$ cat config.mk
export PLATFORM = sky130hd
export DESIGN_NAME = window_blend_compositor
export DESIGN_NICKNAME = d
export VERILOG_FILES = /design/src/rtl/comp_pkg.sv /design/src/rtl/comp_layer_prep.sv /design/src/rtl/comp_blend_stage.sv /design/src/rtl/window_blend_compositor.sv
export SDC_FILE = /design/constraint.sdc
export NUM_CORES = 2
export LEC_CHECK = 0
export ABC_AREA = 0
export BUFFER_PORTS_ARGS = -buffer_cell sky130_fd_sc_hd__buf_4
export CORE_MARGIN = 4
export CORE_UTILIZATION = 45
export CTS_CLUSTER_SIZE = 25
export DETAILED_ROUTE_END_ITERATION = 10
export GPL_ROUTABILITY_DRIVEN = 0
export PLACE_DENSITY = 0.72
export SLEW_MARGIN = 20
export SYNTH_ARGS = -nofsm -noshare
export SYNTH_HDL_FRONTEND = slang
export SYNTH_SLANG_ARGS = --single-unit
export TNS_END_PERCENT = 1
$ cat constraint.sdc
create_clock -name clk -period 16.6 [get_ports clk]
set_clock_uncertainty 0.1 [all_clocks]
set_input_delay 3.32 -clock clk [delete_from_list [all_inputs] [get_ports clk]]
set_output_delay 3.32 -clock clk [all_outputs]
set_load 0.05 [all_outputs]
$ cat src/rtl/comp_pkg.sv
`timescale 1ns/1ps
package comp_pkg;
  localparam int CH_W   = 8;
  localparam int RGB_W  = 3 * CH_W;
  localparam int ARGB_W = 4 * CH_W;
  localparam int POS_W  = 12;
  localparam int CODE_W = 3;
  localparam int SUM_W  = 2 * CH_W + 2;

  localparam logic [CODE_W-1:0] F1_PIXMUL = 3'b110;
  localparam logic [CODE_W-1:0] F2_PIXMUL = 3'b111;

  typedef struct packed {
    logic [RGB_W-1:0] rgb;
    logic [CH_W-1:0]  f1;
    logic [CH_W-1:0]  f2;
  } blend_op_t;

  // rounded x/255 clipped to one channel
  function automatic logic [CH_W-1:0] div255_sat(input logic [SUM_W-1:0] x);
    logic [SUM_W-1:0] t;
    logic [SUM_W-1:0] q;
    t = x + SUM_W'(128);
    q = (t + (t >> 8)) >> 8;
    return (q > SUM_W'(255)) ? {CH_W{1'b1}} : q[CH_W-1:0];
  endfunction

  function automatic logic [CH_W-1:0] scale(input logic [CH_W-1:0] a, input logic [CH_W-1:0] b);
    return div255_sat(SUM_W'(a) * SUM_W'(b));
  endfunction

  function automatic logic [CH_W-1:0] blend_ch(input logic [CH_W-1:0] c,
                                               input logic [CH_W-1:0] cs,
                                               input logic [CH_W-1:0] f1,
                                               input logic [CH_W-1:0] f2);
    return div255_sat(SUM_W'(f1) * SUM_W'(c) + SUM_W'(f2) * SUM_W'(cs));
  endfunction

  function automatic logic in_span(input logic [POS_W-1:0] p,
                                   input logic [POS_W-1:0] lo,
                                   input logic [POS_W-1:0] hi);
    return (p >= lo) && (p <= hi);
  endfunction
endpackage

$ cat src/rtl/comp_layer_prep.sv
`timescale 1ns/1ps
module comp_layer_prep
  import comp_pkg::*;
(
  input  logic [POS_W-1:0]  pos_x,
  input  logic [POS_W-1:0]  pos_y,
  input  logic              en,
  input  logic              key_en,
  input  logic [POS_W-1:0]  hstart,
  input  logic [POS_W-1:0]  hstop,
  input  logic [POS_W-1:0]  vstart,
  input  logic [POS_W-1:0]  vstop,
  input  logic [RGB_W-1:0]  key,
  input  logic [CH_W-1:0]   calpha,
  input  logic [ARGB_W-1:0] dflt,
  input  logic [CODE_W-1:0] bf1,
  input  logic [CODE_W-1:0] bf2,
  input  logic [ARGB_W-1:0] pix,
  output blend_op_t         op,
  output logic              hit_win,
  output logic              key_hit
);
  logic              use_pix;
  logic [ARGB_W-1:0] src;
  logic [CH_W-1:0]   alpha;
  logic [CH_W-1:0]   pa_ca;

  assign hit_win = in_span(pos_x, hstart, hstop) && in_span(pos_y, vstart, vstop);
  assign use_pix = en && hit_win;
  assign key_hit = use_pix && key_en && (pix[RGB_W-1:0] == key);
  assign src     = use_pix ? pix : dflt;
  assign alpha   = key_hit ? '0 : src[ARGB_W-1:RGB_W];
  assign pa_ca   = scale(alpha, calpha);

  assign op.rgb = src[RGB_W-1:0];
  assign op.f1  = (bf1 == F1_PIXMUL) ? pa_ca : calpha;
  assign op.f2  = (bf2 == F2_PIXMUL) ? ~pa_ca : ~calpha;
endmodule

$ cat src/rtl/comp_blend_stage.sv
`timescale 1ns/1ps
module comp_blend_stage
  import comp_pkg::*;
(
  input  logic             clk,
  input  logic             rst_n,
  input  logic             vld_in,
  input  logic [RGB_W-1:0] acc_in,
  input  blend_op_t        op,
  output logic             vld_out,
  output logic [RGB_W-1:0] acc_out
);
  logic [RGB_W-1:0] nxt;

  always_comb begin
    for (int c = 0; c < 3; c++) begin
      nxt[c*CH_W +: CH_W] = blend_ch(op.rgb[c*CH_W +: CH_W], acc_in[c*CH_W +: CH_W], op.f1, op.f2);
    end
  end

  always_ff @(posedge clk or negedge rst_n) begin
    if (!rst_n) begin
      vld_out <= 1'b0;
      acc_out <= '0;
    end else begin
      vld_out <= vld_in;
      acc_out <= nxt;
    end
  end
endmodule

$ cat src/rtl/window_blend_compositor.sv
`timescale 1ns/1ps
module window_blend_compositor
  import comp_pkg::*;
#(
  parameter int NUM_LAYERS = 2
) (
  input  logic                         clk,
  input  logic                         rst_n,
  input  logic                         in_valid,
  input  logic [POS_W-1:0]             pos_x,
  input  logic [POS_W-1:0]             pos_y,
  input  logic [RGB_W-1:0]             bg_rgb,
  input  logic [NUM_LAYERS-1:0]        lay_en,
  input  logic [NUM_LAYERS-1:0]        lay_key_en,
  input  logic [NUM_LAYERS*POS_W-1:0]  lay_hstart,
  input  logic [NUM_LAYERS*POS_W-1:0]  lay_hstop,
  input  logic [NUM_LAYERS*POS_W-1:0]  lay_vstart,
  input  logic [NUM_LAYERS*POS_W-1:0]  lay_vstop,
  input  logic [NUM_LAYERS*RGB_W-1:0]  lay_key,
  input  logic [NUM_LAYERS*CH_W-1:0]   lay_calpha,
  input  logic [NUM_LAYERS*ARGB_W-1:0] lay_dflt,
  input  logic [NUM_LAYERS*CODE_W-1:0] lay_bf1,
  input  logic [NUM_LAYERS*CODE_W-1:0] lay_bf2,
  input  logic [NUM_LAYERS*ARGB_W-1:0] lay_pix,
  output logic                         out_valid,
  output logic [RGB_W-1:0]             out_rgb
);
  // named per-layer events, observed by the bound checker
  blend_op_t [NUM_LAYERS-1:0] op_c;
  blend_op_t [NUM_LAYERS-1:0] op_s0;
  logic [NUM_LAYERS-1:0]      hit_win_w;
  logic [NUM_LAYERS-1:0]      key_hit_w;

  logic                       vld_s0;
  logic [RGB_W-1:0]           bg_s0;
  logic [NUM_LAYERS:0]        vld;
  logic [NUM_LAYERS:0][RGB_W-1:0] acc;

  for (genvar gi = 0; gi < NUM_LAYERS; gi++) begin : g_prep
    comp_layer_prep u_prep (
      .pos_x   (pos_x),
      .pos_y   (pos_y),
      .en      (lay_en[gi]),
      .key_en  (lay_key_en[gi]),
      .hstart  (lay_hstart[gi*POS_W +: POS_W]),
      .hstop   (lay_hstop[gi*POS_W +: POS_W]),
      .vstart  (lay_vstart[gi*POS_W +: POS_W]),
      .vstop   (lay_vstop[gi*POS_W +: POS_W]),
      .key     (lay_key[gi*RGB_W +: RGB_W]),
      .calpha  (lay_calpha[gi*CH_W +: CH_W]),
      .dflt    (lay_dflt[gi*ARGB_W +: ARGB_W]),
      .bf1     (lay_bf1[gi*CODE_W +: CODE_W]),
      .bf2     (lay_bf2[gi*CODE_W +: CODE_W]),
      .pix     (lay_pix[gi*ARGB_W +: ARGB_W]),
      .op      (op_c[gi]),
      .hit_win (hit_win_w[gi]),
      .key_hit (key_hit_w[gi])
    );
  end

  always_ff @(posedge clk or negedge rst_n) begin
    if (!rst_n) begin
      vld_s0 <= 1'b0;
      bg_s0  <= '0;
      op_s0  <= '0;
    end else begin
      vld_s0 <= in_valid;
      bg_s0  <= bg_rgb;
      op_s0  <= op_c;
    end
  end

  assign vld[0] = vld_s0;
  assign acc[0] = bg_s0;

  for (genvar gi = 0; gi < NUM_LAYERS; gi++) begin : g_stage
    blend_op_t cur_op;
    if (gi == 0) begin : g_nodly
      assign cur_op = op_s0[gi];
    end else begin : g_dly
      blend_op_t dq [gi];
      always_ff @(posedge clk) begin
        dq[0] <= op_s0[gi];
        for (int k = 1; k < gi; k++) dq[k] <= dq[k-1];
      end
      assign cur_op = dq[gi-1];
    end
    comp_blend_stage u_stage (
      .clk     (clk),
      .rst_n   (rst_n),
      .vld_in  (vld[gi]),
      .acc_in  (acc[gi]),
      .op      (cur_op),
      .vld_out (vld[gi+1]),
      .acc_out (acc[gi+1])
    );
  end

  assign out_valid = vld[NUM_LAYERS];
  assign out_rgb   = acc[NUM_LAYERS];
endmodule

# After elaboration in Yosys (flattened, before gate mapping)
# Memories as Yosys holds them, arrays and structs flattened.
# Cells that the tools add are included.
dict set report word_totals {
  mem_bits_rw 40
  n_memories 1
  word_cells 103
  out_inout_bits 25
  inputBits 355
  register_bits 155
}
dict set report op_classes {
  n_reduce_logical 12
  n_addsub 22
  multipliers 14
  n_lt_le_gt_ge 16
  eq_ne 6
  n_bitwise 4
  muxes 16
}
# name depth width rd rd_clocked_by_memory_dff wr line
set memory_table {}
lappend memory_table {{g_stage[1].g_dly.dq} 1 40 1 0 1 window_blend_compositor.sv:81} ;# blend_op_t dq [gi];
# op count
set ops {}
lappend ops {{$mul A8 B8 Y16} 14}
lappend ops {{$add A18 B10 Y18} 8}
lappend ops {{$mux W8} 14}
lappend ops {{$add A18 B8 Y18 const B} 6}
lappend ops {{$add A16 B16 Y17} 6}
lappend ops {{$gt A10 B8 Y1 const B} 8}
lappend ops {{$mux W32} 2}
lappend ops {{$eq A24 B24 Y1} 2}
lappend ops {{$ge A12 B12 Y1} 4}
lappend ops {{$le A12 B12 Y1} 4}
lappend ops {{$add A16 B8 Y17 const B} 2}
lappend ops {{$not A8 Y8} 4}
lappend ops {{$eq A3 B3 Y1 const B} 4}
lappend ops {{$logic_and A1 B1 Y1} 12}

# Logic depth before layout (Yosys ltp)
dict set report depth {
  ltp_word 14
  mapped_depth 38
  depth_no_buf 37
}

# Hierarchy
# From an unflattened synthesis, not the netlist that was laid out.
dict set report unflattened {
  cells_unflattened 4973
  area_unflattened_um2 45011.9
}
# module n_inst area_per_inst_um2 seq_area_each_um2 cells_each
set by_module_without_submodules {}
lappend by_module_without_submodules {{comp_blend_stage (g_stage[1].u_stage)} 1 15773.9 625.6 1775}
lappend by_module_without_submodules {{comp_blend_stage (g_stage[0].u_stage)} 1 15653.8 625.6 1727}
lappend by_module_without_submodules {{comp_layer_prep (g_prep[1].u_prep)} 1 5157.4 0.0 698}
lappend by_module_without_submodules {{comp_layer_prep (g_prep[0].u_prep)} 1 4998.5 0.0 628}
lappend by_module_without_submodules {window_blend_compositor 1 3428.3 3428.3 145}

# Worst setup path before layout
# No wires, ideal clock.
dict set report synth_path {
  path_type {input -> register}
  start {in lay_vstop[11]}
  end {reg op_s0 (netlist bit g_stage[0].cur_op[10])}
  setup_time_ps 121
  arrival_ps 10927
  cell_stages 37
  path_slack_ps 5452
  n_path_buf 1
  required_ps 16379
  cell_sequence {inv_1 > ha_1 > a21oi_1 > o21ai_0 > a2111o_1 > o21ai_1 > nand4_1 > clkbuf_1 > a21oi_1 > nor2b_1 > ha_1 > inv_1 > fa_1 > inv_1 > ha_1 > inv_1 > fa_1 > inv_1 > ha_1 > fa_1 > a21o_1 > a21oi_1 > o211ai_1 > a21oi_1 > o21ai_0 > a21oi_1 > xor2_1 > inv_1 > ha_1 > inv_1 > a211o_1 > or2_1 > a211oi_2 > o211ai_1 > mux2i_2 > nand2_2 > o22a_1}
}
# element line
set synth_lines {}
lappend synth_lines {{from (decl)} window_blend_compositor.sv:18} ;# input logic [NUM_LAYERS*POS_W-1:0] lay_vstop,
lappend synth_lines {{to (signal assigned)} window_blend_compositor.sv:69} ;# op_s0 <= op_c;
lappend synth_lines {{to (decl)} window_blend_compositor.sv:30} ;# blend_op_t [NUM_LAYERS-1:0] op_s0;

==> flow_results.org <==
** Global routing
- Number of global-route vias before repair :: 36200
- Global-route wire length before repair :: about 190000 um
- Total global-route track usage :: 0.222
- Remaining Overflow, GRT :: 0
- The number of antenna violations at the first check in global routing is 1.
- Pin count of the biggest net entering global routing :: 65

** Critical path
- Cell family with the largest share of critical-path delay :: compound AO/OA/AOI/OAI gates
- Slowest stage cell, crit path :: sky130_fd_sc_hd__o31ai_1
- Type of destination of the critical path :: register
- CP max stage delay :: 0.73 ns
- The critical path is of the input port to register type.
- Arrival time of data at the critical path endpoint :: 12.56 ns
- Bufs and invs on worst path :: 8
- Crit path top cell by count :: sky130_fd_sc_hd__inv_1
- Critical path required time :: approximately 17 ns
- The worst setup path is launched from an input port.
- In this run the worst path has a maximum fanout of 34.

** Place
- Input and output buffers added on the ports amount to 379.
- DP HPWL :: 92500 um

** Yosys
- Net count after synthesis :: 6644
- EDFF count, synth :: 0
- Count of state elements after synthesis :: 195
- Syn avg cell area :: 8.89 um^2
- Number of cells produced by synthesis :: 4987
- Dominant synthesized flop cell :: sky130_fd_sc_hd__dfrtp_1
- The synthesized netlist occupies a cell area of 44300 um^2.
- Sequential fraction of the synthesis area :: 0.106
- Synth warnings :: 0
- Async SR Flop Fraction :: 0.795
- In this run, distinct cell masters in the synthesized netlist total roughly 110.

** Clock network
- After clock tree synthesis, the clock-pin slew on the worst setup and hold paths is approximately 0.08 ns.
- Total clock buffers created by CTS :: 17
- For this design, the CTS-stage hold fixing added 0 buffers.
- Sinks on Clock Net :: just under 200
- Root Driver :: sky130_fd_sc_hd__clkbuf_16
- TritonCTS clock tree :: yes
- Clock network latency to the later pin of the worst-skew pair :: 0.52 ns
- Depth of the CTS H-tree :: 4
- Counting along the longest clock path gives a buffer depth of 2.
- After clock tree synthesis, the repair step resized 0 gates.
- Post-CTS timing repair inserted 0 buffers for setup.

** STA
- Setup violations remaining at the end of the flow were counted as 0.
- At the pin with the least slew margin, the transition time is 1.08 ns.
- Counting I/O delays and the setup requirement, the final critical path takes between 10 and 15 ns.
- Highest clock frequency the design can meet :: 81.5 MHz
- Final setup TNS :: 0 ns
- Dividing the final minimum period by the clock period gives 0.739.
- In this run the tightest slew margin relative to its limit is 0.280.
- Setup repair after global routing left no endpoint under its margin.
- Final hold violations :: 0
- The number of pins exceeding their max-slew limit in the final report came to 0.

** Route
- Detailed-route wire length :: 112000 um
- In this run, the number of DRC markers left after iteration 0 of detailed routing was 1922.
- In this run the remaining antenna-violating nets after routing total 0.
- Average vias per placed instance :: about 5.2
- Detailed-router iteration count before antenna repair :: 7
- For this run, design rule violations remaining after detail routing come to 0.
- The final route contains 34400 vias.
- Post-detailed-route wirelength per cell :: approximately 17 um

** Floorplanning
- Core Region :: between 90000 and 100000 um^2
- For this configuration, the core starts out at a cell density of 0.456.
- Area of the die :: 104000 um^2
- Number of ports placed on the die boundary :: 380
- The initialized floorplan defines 114 standard-cell rows.
- DIE HEIGHT :: roughly 320 um
- Measured along the x axis, the die boundary spans 322 um.

** Flow run
- Across the run, the number of max-cap violations was 0.

** Finish
- Filler cells :: around 9000
- Share of post-route cells with drive strength above 1 :: 0.101
- Number of nets in the layout :: slightly below 7000
- The area growth from synthesis to layout is 10.7%.

** Min path
- The worst hold path belongs to the class register to register.

** Status
- Outcome :: finished, final reports clean
[area by class of cell]
cell class,instances,area (um^2),share of cell area
Multi-Input combinational cell,3633,35200,0.717
Sequential cell,195,4680,0.0953
Inverter,1030,3870,0.0788
Timing Repair Buffer,414,3120,0.0635
Tap cell,1276,1600,0.0325
Clock buffer,20,457,0.00930
Clock inverter,12,165,0.00336
Antenna cell,1,2.50,0.0000510
[state kept, by name (all words and copies together) (netlist names)]
name	cells
bg_s0	24
g_stage.cur_op	40
g_stage.g_dly.dq	40
g_stage.u_stage.acc_out	48
g_stage.u_stage.vld_out	2
op_s0	40
vld_s0	1
[per-layer routing]
metal | up-vias | GRT usage | routed length [um]
li1 | 16300 | - | -
met1 | 17100 | 0.291 | 48200
met2 | 913 | 0.387 | 54800
met3 | 142 | 0.0317 | 6080
met4 | 0 | 0.0584 | 2660
met5 | - | 0 | 0
[worst reg2reg max path, delay by kind of cell (launching register included)]
family,cells,cell delay (ns)
AND/OR/NAND/NOR,9,1.51
buffers and inverters,5,0.58
flip-flops,1,0.74
adder cells (fa/ha/maj),9,3.83
AO/OA/AOI/OAI,9,1.96
XOR/XNOR,2,0.51
[kinds of logic after synthesis]
kind of cell,synth area share
AOI/OAI and AO/OA,0.0819
buffers and inverters,0.101
muxes,0.0101
and+or+nand+nor,0.178
xor gates and xnor gates,0.0445
DFF,0.106
adders and majority gates,0.480
[cells in the final DEF (no fill, tap or decap), types with 8 or more instances in the layout]
cell | netlist | routed
sky130_fd_sc_hd__o21a_1 | 23 | 23
sky130_fd_sc_hd__inv_1 | 1029 | 1029
sky130_fd_sc_hd__a21o_1 | 50 | 50
sky130_fd_sc_hd__a21oi_1 | 144 | 144
sky130_fd_sc_hd__nor2_1 | 126 | 126
sky130_fd_sc_hd__and2_1 | 445 | 445
sky130_fd_sc_hd__or3_1 | 13 | 13
sky130_fd_sc_hd__nand2b_1 | 48 | 48
sky130_fd_sc_hd__nand3_1 | 36 | 36
sky130_fd_sc_hd__o21bai_1 | 12 | 12
sky130_fd_sc_hd__nor3b_1 | 9 | 9
sky130_fd_sc_hd__dfrtp_1 | 155 | 155
sky130_fd_sc_hd__nand2_1 | 561 | 561
sky130_fd_sc_hd__dfxtp_1 | 40 | 40
sky130_fd_sc_hd__clkbuf_16 | 0 | 17
sky130_fd_sc_hd__or2_2 | 10 | 10
sky130_fd_sc_hd__o21ai_1 | 8 | 8
sky130_fd_sc_hd__o21ai_0 | 91 | 91
sky130_fd_sc_hd__nand4_1 | 35 | 35
sky130_fd_sc_hd__nor4_1 | 17 | 14
sky130_fd_sc_hd__o31ai_1 | 10 | 10
sky130_fd_sc_hd__nor2b_1 | 117 | 117
sky130_fd_sc_hd__o22a_1 | 8 | 8
sky130_fd_sc_hd__a31oi_1 | 21 | 21
sky130_fd_sc_hd__fa_1 | 656 | 656
sky130_fd_sc_hd__a211oi_1 | 21 | 21
sky130_fd_sc_hd__nor3_1 | 45 | 45
sky130_fd_sc_hd__a211o_1 | 10 | 10
sky130_fd_sc_hd__buf_4 | 24 | 412
sky130_fd_sc_hd__o22ai_1 | 10 | 10
sky130_fd_sc_hd__a31o_2 | 13 | 13
sky130_fd_sc_hd__and3_1 | 25 | 25
sky130_fd_sc_hd__mux2_2 | 31 | 31
sky130_fd_sc_hd__ha_1 | 646 | 646
sky130_fd_sc_hd__o211ai_1 | 23 | 23
sky130_fd_sc_hd__o31a_1 | 9 | 9
sky130_fd_sc_hd__xor2_1 | 83 | 83
sky130_fd_sc_hd__xnor2_1 | 136 | 136
sky130_fd_sc_hd__a221oi_1 | 8 | 8
[path summary, 6_finish.rpt]
check	from	to	slack, ns	cells after the start
setup reg to reg	g_stage[0].cur_op[9]	g_stage[0].u_stage.acc_out[18]	7.13	34
min in group asynchronous	rst_n	g_stage[1].u_stage.acc_out[16]	2.60	1
setup / recovery	pos_x[11]	g_stage[0].cur_op[12]	4.33	36
hold / removal	op_s0[51]	g_stage[1].g_dly.dq[0][11]	0.24	0
hold reg to reg	op_s0[51]	g_stage[1].g_dly.dq[0][11]	0.24	0
max in group asynchronous	rst_n	g_stage[0].u_stage.acc_out[20]	11.96	3
[cells in the mapped netlist, types with 85 or more instances]
cell | instances | area [um^2]
sky130_fd_sc_hd__dfrtp_1 | 155 | 3880
sky130_fd_sc_hd__nand2_1 | 561 | 2110
sky130_fd_sc_hd__clkbuf_1 | 85 | 319
sky130_fd_sc_hd__ha_1 | 646 | 8080
sky130_fd_sc_hd__and2_1 | 445 | 2780
sky130_fd_sc_hd__inv_1 | 1029 | 3860
sky130_fd_sc_hd__nor2_1 | 126 | 473
sky130_fd_sc_hd__fa_1 | 656 | 13100
sky130_fd_sc_hd__a21oi_1 | 144 | 721
sky130_fd_sc_hd__xnor2_1 | 136 | 1190
sky130_fd_sc_hd__nor2b_1 | 117 | 732
sky130_fd_sc_hd__o21ai_0 | 91 | 455
[per-stage QoR]
stage / hold slack, ns / worst slack (ns) / cells / area [um^2] / util
4_1_cts: 0.239 / 4.43 / 6580 / 49100 / 0.505
5_1_grt: 0.247 / 3.83 / 6580 / 49100 / 0.505
3_3_place_gp: 0.225 / 3.85 / 6547 / 48400 / 0.499
3_5_place_dp: 0.227 / 3.91 / 6548 / 48500 / 0.499
6_report: 0.241 / 4.33 / 6581 / 49100 / 0.505
2_1_floorplan: 0.224 / 5.45 / 4987 / 44300 / -
Power is left out: the tool's default activity adds up to more than one toggle a clock period on the data nets, which glitch-free logic cannot reach.
